**config.mk**
```make
export PLATFORM = sky130hd
export DESIGN_NAME = banked_regfile
export DESIGN_NICKNAME = d
export VERILOG_FILES = /design/src/rtl/brf_pkg.sv /design/src/rtl/brf_xlate.sv /design/src/rtl/brf_ptr.sv /design/src/rtl/brf_store.sv /design/src/rtl/banked_regfile.sv
export SDC_FILE = /design/constraint.sdc
export NUM_CORES = 2
export LEC_CHECK = 0
export ABC_AREA = 1
export BUFFER_PORTS_ARGS = -buffer_cell sky130_fd_sc_hd__buf_4
export CORE_ASPECT_RATIO = 0.6
export CORE_MARGIN = 5
export CORE_UTILIZATION = 59
export CTS_BUF_LIST = sky130_fd_sc_hd__clkbuf_4
export DETAILED_ROUTE_END_ITERATION = 12
export PLACE_DENSITY_LB_ADDON = 0.3
export SETUP_SLACK_MARGIN = 0.5
export SYNTH_ARGS = -nofsm -noshare
export SYNTH_HDL_FRONTEND = slang
export SYNTH_SLANG_ARGS = --single-unit
export TNS_END_PERCENT = 20
```
**constraint.sdc**
```tcl
create_clock -name clk -period 3.01 [get_ports clk]
set_input_delay 0.602 -clock clk [delete_from_list [all_inputs] [get_ports clk]]
set_output_delay 0.602 -clock clk [all_outputs]
set_load 0.1 [all_outputs]
```
**src/rtl/brf_pkg.sv**
```systemverilog
package brf_pkg;

    localparam int DATA_W  = 8;
    localparam int OFS_W   = 5;
    localparam int BANK_W  = 3;
    localparam int SIDE_W  = 3;
    localparam int NBANKS  = 1 << BANK_W;
    localparam int UPPER_N = 1 << (OFS_W - 1);
    localparam int GLOB_N  = 8;

    localparam logic [OFS_W-1:0] PTR_ADDR = 5'h04;
    localparam logic [OFS_W-1:0] GP_FIRST = 5'h08;

    typedef enum logic [1:0] {
        TGT_NULL,
        TGT_PTR,
        TGT_SIDE,
        TGT_MEM
    } tgt_kind_e;

    typedef struct packed {
        tgt_kind_e           kind;
        logic [BANK_W-1:0]   bank;
        logic [OFS_W-1:0]    ofs;
    } tgt_t;

    // Map an instruction field plus the bank pointer to a physical target.
    function automatic tgt_t resolve_target(
        input logic [OFS_W-1:0]  fld,
        input logic [DATA_W-1:0] ptr
    );
        tgt_t              t;
        logic [OFS_W-1:0]  o;
        o      = (fld == '0) ? ptr[OFS_W-1:0] : fld;
        t.ofs  = o;
        t.bank = o[OFS_W-1] ? ptr[DATA_W-1 -: BANK_W] : '0;
        if (o == '0)
            t.kind = TGT_NULL;
        else if (o == PTR_ADDR)
            t.kind = TGT_PTR;
        else if (o < GP_FIRST)
            t.kind = TGT_SIDE;
        else
            t.kind = TGT_MEM;
        return t;
    endfunction

endpackage

```
**src/rtl/brf_xlate.sv**
```systemverilog
module brf_xlate
    import brf_pkg::*;
(
    input  logic [OFS_W-1:0]  fld,
    input  logic [DATA_W-1:0] ptr,
    output tgt_t              tgt
);

    always_comb begin
        tgt = resolve_target(fld, ptr);
    end

endmodule

```
**src/rtl/brf_ptr.sv**
```systemverilog
module brf_ptr
    import brf_pkg::*;
#(
    parameter int DW = DATA_W,
    parameter int BW = BANK_W
) (
    input  logic          clk,
    input  logic          rst,
    input  logic          wr_en,
    input  logic [DW-1:0] wdata,
    input  logic          bsel_en,
    input  logic [BW-1:0] bsel,
    output logic [DW-1:0] ptr_q
);

    always_ff @(posedge clk) begin
        if (rst) begin
            ptr_q <= '0;
        end else begin
            if (wr_en)
                ptr_q <= wdata;
            // bank command owns the top bits when both happen together
            if (bsel_en)
                ptr_q[DW-1 -: BW] <= bsel;
        end
    end

endmodule

```
**src/rtl/brf_store.sv**
```systemverilog
module brf_store
    import brf_pkg::*;
#(
    parameter int DW    = DATA_W,
    parameter int OW    = OFS_W,
    parameter int BW    = BANK_W,
    parameter int NB    = NBANKS,
    parameter int NUP   = UPPER_N,
    parameter int NGLOB = GLOB_N
) (
    input  logic          clk,
    input  logic          rst,
    input  logic          wr_en,
    input  logic [BW-1:0] bank,
    input  logic [OW-1:0] ofs,
    input  logic [DW-1:0] wdata,
    output logic [DW-1:0] rd
);

    localparam int GI_W = $clog2(NGLOB);
    localparam int UI_W = $clog2(NUP);

    logic [GI_W-1:0] g_idx;
    logic [UI_W-1:0] u_idx;
    logic            upper;

    assign g_idx = ofs[GI_W-1:0];
    assign u_idx = ofs[UI_W-1:0];
    assign upper = ofs[OW-1];

    logic [DW-1:0] glob_q [NGLOB];
    logic [DW-1:0] row_rd [NB];

    always_ff @(posedge clk) begin
        if (rst) begin
            for (int i = 0; i < NGLOB; i++)
                glob_q[i] <= '0;
        end else if (wr_en && !upper) begin
            glob_q[g_idx] <= wdata;
        end
    end

    for (genvar b = 0; b < NB; b++) begin : g_bank
        logic [DW-1:0] row_q [NUP];

        always_ff @(posedge clk) begin
            if (rst) begin
                for (int i = 0; i < NUP; i++)
                    row_q[i] <= '0;
            end else if (wr_en && upper && (bank == BW'(b))) begin
                row_q[u_idx] <= wdata;
            end
        end

        assign row_rd[b] = row_q[u_idx];
    end

    assign rd = upper ? row_rd[bank] : glob_q[g_idx];

endmodule

```
**src/rtl/banked_regfile.sv**
```systemverilog
module banked_regfile
    import brf_pkg::*;
(
    input  logic              clk,
    input  logic              rst,
    input  logic [OFS_W-1:0]  fld,
    input  logic              we,
    input  logic [DATA_W-1:0] wdata,
    output logic [DATA_W-1:0] rdata,
    input  logic              bank_we,
    input  logic [BANK_W-1:0] bank_sel,
    output logic              side_stb,
    output logic              side_we,
    output logic [SIDE_W-1:0] side_addr,
    output logic [DATA_W-1:0] side_wdata,
    input  logic [DATA_W-1:0] side_rdata
);

    logic [DATA_W-1:0] fsr_q;
    logic [DATA_W-1:0] mem_rd;
    tgt_t              tgt;

    brf_xlate i_xlate (
        .fld (fld),
        .ptr (fsr_q),
        .tgt (tgt)
    );

    brf_ptr i_ptr (
        .clk     (clk),
        .rst     (rst),
        .wr_en   (we && (tgt.kind == TGT_PTR)),
        .wdata   (wdata),
        .bsel_en (bank_we),
        .bsel    (bank_sel),
        .ptr_q   (fsr_q)
    );

    brf_store i_store (
        .clk   (clk),
        .rst   (rst),
        .wr_en (we && (tgt.kind == TGT_MEM)),
        .bank  (tgt.bank),
        .ofs   (tgt.ofs),
        .wdata (wdata),
        .rd    (mem_rd)
    );

    assign side_stb   = (tgt.kind == TGT_SIDE);
    assign side_we    = side_stb && we;
    assign side_addr  = tgt.ofs[SIDE_W-1:0];
    assign side_wdata = wdata;

    always_comb begin
        unique case (tgt.kind)
            TGT_PTR:  rdata = fsr_q;
            TGT_SIDE: rdata = side_rdata;
            TGT_MEM:  rdata = mem_rd;
            default:  rdata = '0;
        endcase
    end

endmodule

```
After elaboration in Yosys (flattened, before gate mapping)
Memory sizes are Yosys's and may differ from the RTL's.
Index checks and enable logic that the tools add are counted.
{ "totals": {"memories": 9, "regBits": 8, "ram_bits": 1088, "in_bits": 28, "elab_cells": 120, "output_inout_bits": 21} }
{ "classes": {"n_lt_le_gt_ge": 2, "eq_ne": 11, "n_bitwise": 1, "reduce_logical": 27, "muxes": 68} }
{ "mem_list": {"columns": ["memory", "words", "word_bits", "rd", "rd_ports_with_merged_regs", "write_ports", "line", "source"], "rows": [
  ["i_store.g_bank[0].row_q", 16, 8, 1, 0, 16, "brf_store.sv:44", "logic [DW-1:0] row_q [NUP];"],
  ["i_store.g_bank[1].row_q", 16, 8, 1, 0, 16, "brf_store.sv:44", null],
  ["i_store.g_bank[2].row_q", 16, 8, 1, 0, 16, "brf_store.sv:44", null],
  ["i_store.g_bank[3].row_q", 16, 8, 1, 0, 16, "brf_store.sv:44", null],
  ["i_store.g_bank[4].row_q", 16, 8, 1, 0, 16, "brf_store.sv:44", null],
  ["i_store.g_bank[5].row_q", 16, 8, 1, 0, 16, "brf_store.sv:44", null],
  ["+3 memories", null, null, null, null, null, null, null]
]} }
{ "op_table": {"columns": ["op", "n"], "rows": [
  ["$mux 8", 13],
  ["$reduce_or 8->1", 9],
  ["$mux 1", 39],
  ["$mux 4", 8],
  ["$bmux 8 s3", 1],
  ["$pmux 8 s3", 1],
  ["$logic_and 1x1->1", 13],
  ["$eq 3x3->1 const B", 4],
  ["$logic_not 5->1", 2],
  ["$mux 3", 3],
  ["$eq 3x2->1 const B", 2],
  ["$eq 5x3->1 const B", 1],
  ["$lt 5x4->1 const B", 1],
  ["$mux 5", 1],
  ["$eq 2x2->1 const B", 2],
  ["$ge 4x4->1 const B", 1],
  ["$mux 2", 2],
  ["$not 3->4", 1],
  ["$eq 3x1->1 const B", 1],
  ["$logic_not 3->1", 1],
  ["$eq 2x1->1 const B", 1],
  ["$reduce_bool 2->1", 1],
  ["$logic_not 1->1", 1]
]} }

Logic depth before layout (Yosys ltp)
{ "depth": {"ltp_word": 15, "depth_mapped": 20, "mapped_depth_nobuf": 18} }

By module
From an unflattened synthesis, not the netlist that was laid out.
{ "unflattened": {"cells_unflattened": 5516, "hier_area_um2": 50253.2} }
{ "by_module_without_submodules": {"columns": ["mod", "area_each_um2", "seq_area_each_um2", "cells_per_inst", "n_inst"], "rows": [
  ["brf_store", 49471.2, 32671.3, 5387, 1],
  ["brf_ptr", 321.6, 160.2, 47, 1],
  ["banked_regfile", 320.3, 0.0, 53, 1],
  ["brf_xlate", 140.1, 0.0, 29, 1]
]} }

Worst setup path before layout
No wires, ideal clock.
{ "synth_path": {"kind": "input -> output", "startpoint": "input port fld[0]", "endpoint": "output port rdata[0]", "setup_slack_ns": -0.938, "t_required_ns": 2.408, "cell_stages": 15, "n_path_buf": 2, "arrival_time_ns": 3.346, "cell_sequence": "nor2_2 nand2_1 inv_2 a31oi_2 inv_2 nand2_2 inv_2 buf_2 buf_1 o21ai_0 nor3_1 nor2_1 o31ai_1 nand3_1 nand2_1"} }
{ "synth_via": {"elab_cells_between_ends": 27, "cone_classes": "order compare (1); eq/ne (4); mux (10); bitwise (1); reduce/logical (2); memory (9)"} }
{ "synth_lines": {"columns": ["element", "line", "source"], "rows": [
  ["start: declaration", "banked_regfile.sv:6", "input logic [OFS_W-1:0] fld,"],
  ["$logic_not 5->1 (*)", "brf_pkg.sv:34", "o = (fld == '0) ? ptr[OFS_W-1:0] : fld;"],
  ["$mux 5 (*)", "brf_pkg.sv:34", null],
  ["via side_addr[2]", "banked_regfile.sv:14", "output logic [SIDE_W-1:0] side_addr,"],
  ["$mem_v2 16x8 / $lt 5x4->1 (equally long branches)", null, null],
  ["$bmux 8 s3 / $mux 1 (equally long branches)", "brf_store.sv:58, brf_pkg.sv:41", null],
  ["$mux 8 (not written as such) / $mux 2 (equally long branches)", "brf_store.sv:58, brf_pkg.sv:39", null],
  ["$mux 8 (not written as such) / $mux 2 (equally long branches)", "brf_store.sv:58, brf_pkg.sv:37", null],
  ["$mux 8 (tied with other cells)", "brf_store.sv:58", "assign rd = upper ? row_rd[bank] : glob_q[g_idx];"],
  ["$pmux 8 s3 (*)", "banked_regfile.sv:55", "unique case (tgt.kind)"],
  ["end: declaration", "banked_regfile.sv:9", "output logic [DATA_W-1:0] rdata,"]
]} }
Mark *: on every way through the listed nets, which the timed path passes. The rest lies on a longest branch. The select of a mux whose other input is x is not followed.

Worst setup path after layout
{ "layout_path": {"startpoint": "register i_ptr.ptr_q[0]", "endpoint": "output port rdata[4]"} }
{ "layout_via": {"elab_chain_cells": 7, "elab_cells_between_ends": 24, "cone_classes": "order compare (1); eq/ne (4); mux (9); reduce/logical (1); memory (9)"} }
{ "layout_lines": {"columns": ["element", "line", "source"], "rows": [
  ["start: declaration", "brf_ptr.sv:13", "output logic [DW-1:0] ptr_q"],
  ["start signal: assignment", "brf_ptr.sv:21", "ptr_q <= wdata;"],
  ["start signal: indexed assignment", "brf_ptr.sv:24", "ptr_q[DW-1 -: BW] <= bsel;"],
  ["$mux 5 (*)", "brf_pkg.sv:34", null],
  ["$mem_v2 16x8 / $lt 5x4->1 (equally long branches)", null, null],
  ["$bmux 8 s3 / $mux 1 (equally long branches)", "brf_store.sv:58, brf_pkg.sv:41", null],
  ["$mux 8 (not written as such) / $mux 2 (equally long branches)", "brf_store.sv:58, brf_pkg.sv:39", null],
  ["$mux 8 (not written as such) / $mux 2 (equally long branches)", "brf_store.sv:58, brf_pkg.sv:37", null],
  ["$mux 8 (tied with other cells)", "brf_store.sv:58", null],
  ["$pmux 8 s3 (*)", "banked_regfile.sv:55", null]
]} }
Every way passes the cells marked *; elsewhere a longest branch is shown, timed or not. The select of a mux whose other input is x is not followed.

==> qor.csv <==
metric,value,unit
final_cells,7523,
post-place-ws,-1425,ps
power_density,526.7,nW/um^2
routed_wl,179000,um
yosysWarnings,0,
crit_type,reg2out,
wire_per_inst,23.80,um
syn-num-nets,5545,
num_rows,83,
clock_sinks,1096,
fin_crit,4686,ps
hold_path_class,in2reg,
drive_above_1_share,23.49,%
cp_top_family,simple AND/OR/NAND/NOR gates,
fmaxAchievable,0.2134,GHz
grt_remaining_overflow,0,
endpoint_kind,primary output,
slowest_stage,dfxtp_2,
grt_pass1_wl,261300,um
sw_frac_of_total,27.28,%
synth_seq_area_share,64.85,%
cts_made_buffers,240,
die-area,91960,um^2
finalNetCount,6218,
fp.dieH,236.9,um
grt_usage,37.91,%
vias_per_cell,5.997,
outcome,"complete, but fails checks",
worst-path-max-fanout,8,
htree_levels,4,
crit_top_cell,buf_12,
placed_cells,7018,
grt_setup_unrepaired,yes,
ys_ff_latch,1096,
power,33.74,mW
ant_nets,0,
p_seq_share,51.4,%
die_w,388.2,um
portBuffers,48,
p_leak,27.99,nW
pin_count,49,
syn_avg_cell_area,9.177,um^2
clk_pin_slew_worst_paths,80,ps
syn2layout_area_growth,26.52,%
yosysUniqueCellTypes,35,
max_cap_viol_count,0,
crit_chain,nand4_1 -> buf_6 -> nand2_8 -> buf_12 -> nand2_8 -> buf_12 -> buf_8 -> buf_12 -> nor2_2 -> nor2_1 -> nand2_1 -> nand2_1 -> nand2_1 -> nor2_1 -> nor2_1 -> nor2_2 -> buf_6 -> nand2_2 -> nand2_2 -> nand3_4 -> nand2_8 -> buf_12,
critical_path_required,2410,ps
drt_iter0_drc,8683,
firstDrtPassIters,9,
crit_arrival,4080,ps
grt_pass1_vias,42110,
vdd_drop_max,388.6,uV
synthesis.area,50630,um^2
clock-skew-final,72.19,ps
vias,45110,
grt_max_degree,78,
p_comb_share,13.5,%
critPathBufInv,7,
clockRootBuffer,clkbuf_4,
coreArea,85360,um^2
antenna_found_initial,5,
power.internal,24.53,mW
cts_tree,done,
setup_violations,11,
slew-limit-headroom,53.59,%
worstMarginPinSlew,696.1,ps
hold_viol,0,
multi_input_area,16830,um^2
power_frac_clock,35.1,%
insertion_delay,1200,ps
maxSlewViolCount,0,
clockBufferDepth,3,
switchingPower,9.203,mW
synth_cells,5517,
violations,setup timing,
nFillCells,5437,
worst_setup_path_start_kind,register,
period_share,155.7,%
cpPeakStageDelay,330,ps
register_area,32840,um^2
setup_slack,-1676,ps
gp_congestion,1.010,
drc_errors,0,
dp_hpwl,113600,um
start_util,59.31,%
worst reg2reg max path, cell delays in order, from the launching register on:
cell and delay, ps:
dfxtp_2 330, nand4_1 80, buf_6 160, nand2_8 150
buf_4 230, nor2_4 120, buf_12 150, buf_12 160
buf_8 170, buf_4 130, nand2_1 60, buf_4 130
inv_2 80, buf_12 190, buf_4 170, nand2_2 80
nand2_4 140
power by group through the flow:
stage | combinational, mW | clock (mW) | sequential [mW]
detailed placement | 3.86 | 0 | 17.7
CTS | 4.19 | 11.8 | 17.3
global placement | 3.81 | 0 | 17.7
floorplan | 2.07 | 0 | 17.6
finish | 4.54 | 11.8 | 17.4
global route | 4.69 | 12.6 | 17.4
cell families after synthesis:
logic type / share of synthesized area, %
DFF: 64.85
AOI/OAI and AO/OA: 3.952
buffers and inverters: 4.574
and+or+nand+nor: 26.63
cells in the mapped netlist:
cell	count	area [um^2]
a21oi_1	33	165.2
a21oi_2	2	17.52
a221oi_1	3	26.28
a22o_1	1	8.760
a22oi_1	1	7.510
a31oi_2	1	12.51
buf_1	17	63.81
buf_2	60	300.3
buf_4	12	90.09
clkbuf_1	244	915.9
clkinv_1	3	11.26
dfxtp_1	8	160.2
edfxtp_1	1088	32670
inv_1	229	859.6
inv_2	20	75.07
nand2_1	1368	5135
nand2_2	2	12.51
nand3_1	113	565.5
nand3_2	1	10.01
nand3b_1	11	82.58
nand4_1	7	43.79
nor2_1	1851	6948
nor2_2	15	93.84
nor2_4	4	45.04
nor2_8	1	20.02
nor3_1	5	25.02
o211ai_1	12	90.09
o21ai_0	302	1511
o21ai_1	1	5.000
o21bai_2	1	11.26
o22ai_1	15	93.84
o311ai_0	4	35.03
o31ai_1	1	7.510
o41ai_1	1	8.760
or2_2	80	500.5
registers in the layout, indices dropped and copies added, names as in the netlist:
register / cells
i_ptr.ptr_q: 8
i_store.glob_q: 64
i_store.g_bank.row_q: 1024
repair_timing:
action / in CTS / in global routing
hold buffers: 14 / 0
setup buffers: 23 / 21
pin swaps: 52 / 75
gates cloned: 13 / 6
endpoints found under the setup margin: 239 / 648
resized for setup: 210 / 131
hold endpoints to repair: 356 / 0
final cells by class:
cell class | count | area share, %
Inverter | 252 | 1.590
Clock inverter | 59 | 0.5293
Multi-Input combinational cell | 3837 | 26.27
Clock buffer | 361 | 4.231
Timing Repair Buffer | 762 | 13.84
Antenna cell | 8 | 0.03125
Tap cell | 1147 | 2.240
Sequential cell | 1096 | 51.26
Timing Repair inverter | 1 | 0.01367
metrics by stage:
stage,TNS [ps],cell area [um^2],hold WS [ps],utilization (%)
floorplan,0,51710,454.2,-
global placement,-249080,58740,486.3,68.81
global route,-14860,64050,232.5,75.03
detailed placement,-308970,58740,492.6,68.81
finish,-14420,64060,202.9,75.04
CTS,-13990,63300,107.6,74.15
cells in the final DEF, fill, tap and decap left out, types with 8 or more instances in the layout:
cell type / n
buf_4: 496
nand3_2: 12
nor2_2: 45
nand3_1: 94
buf_16: 9
nand3_4: 8
inv_2: 17
buf_12: 201
diode_2: 8
o21ai_2: 9
a21oi_1: 28
nor2_4: 36
edfxtp_1: 1088
buf_6: 22
o21ai_0: 175
inv_1: 223
o21ai_1: 119
nand2_8: 15
inv_6: 9
o22ai_1: 15
clkinv_1: 45
nor2_1: 1789
nand2_1: 1237
dlygate4sd3_1: 14
nand2_2: 75
nand2_4: 44
nand3b_1: 11
clkbuf_4: 361
o211ai_1: 12
or2_2: 80
path summary, 6_finish.rpt:
check | cells past startpoint | end | from | slack (ps)
max | 22 | rdata[4] | i_ptr.ptr_q[0] | -1680
min | 4 | i_ptr.ptr_q[7] | bank_sel[2] | 200
max reg2reg | 16 | i_store.g_bank[3].row_q[4][0] | i_ptr.ptr_q[0] | 160
min reg2reg | 2 | i_ptr.ptr_q[3] | i_ptr.ptr_q[3] | 510
routing by layer:
layer	global-route usage, %	wire length, um	vias to the layer above	share of wire, %
li1	-	-	19370	-
met1	54.05	63710	20850	36
met2	51.16	72070	4301	40
met3	16.99	36010	589	20
met4	14.30	7004	6	3.9
met5	0	210	-	0.12
Power figures use the tool's default switching activity.
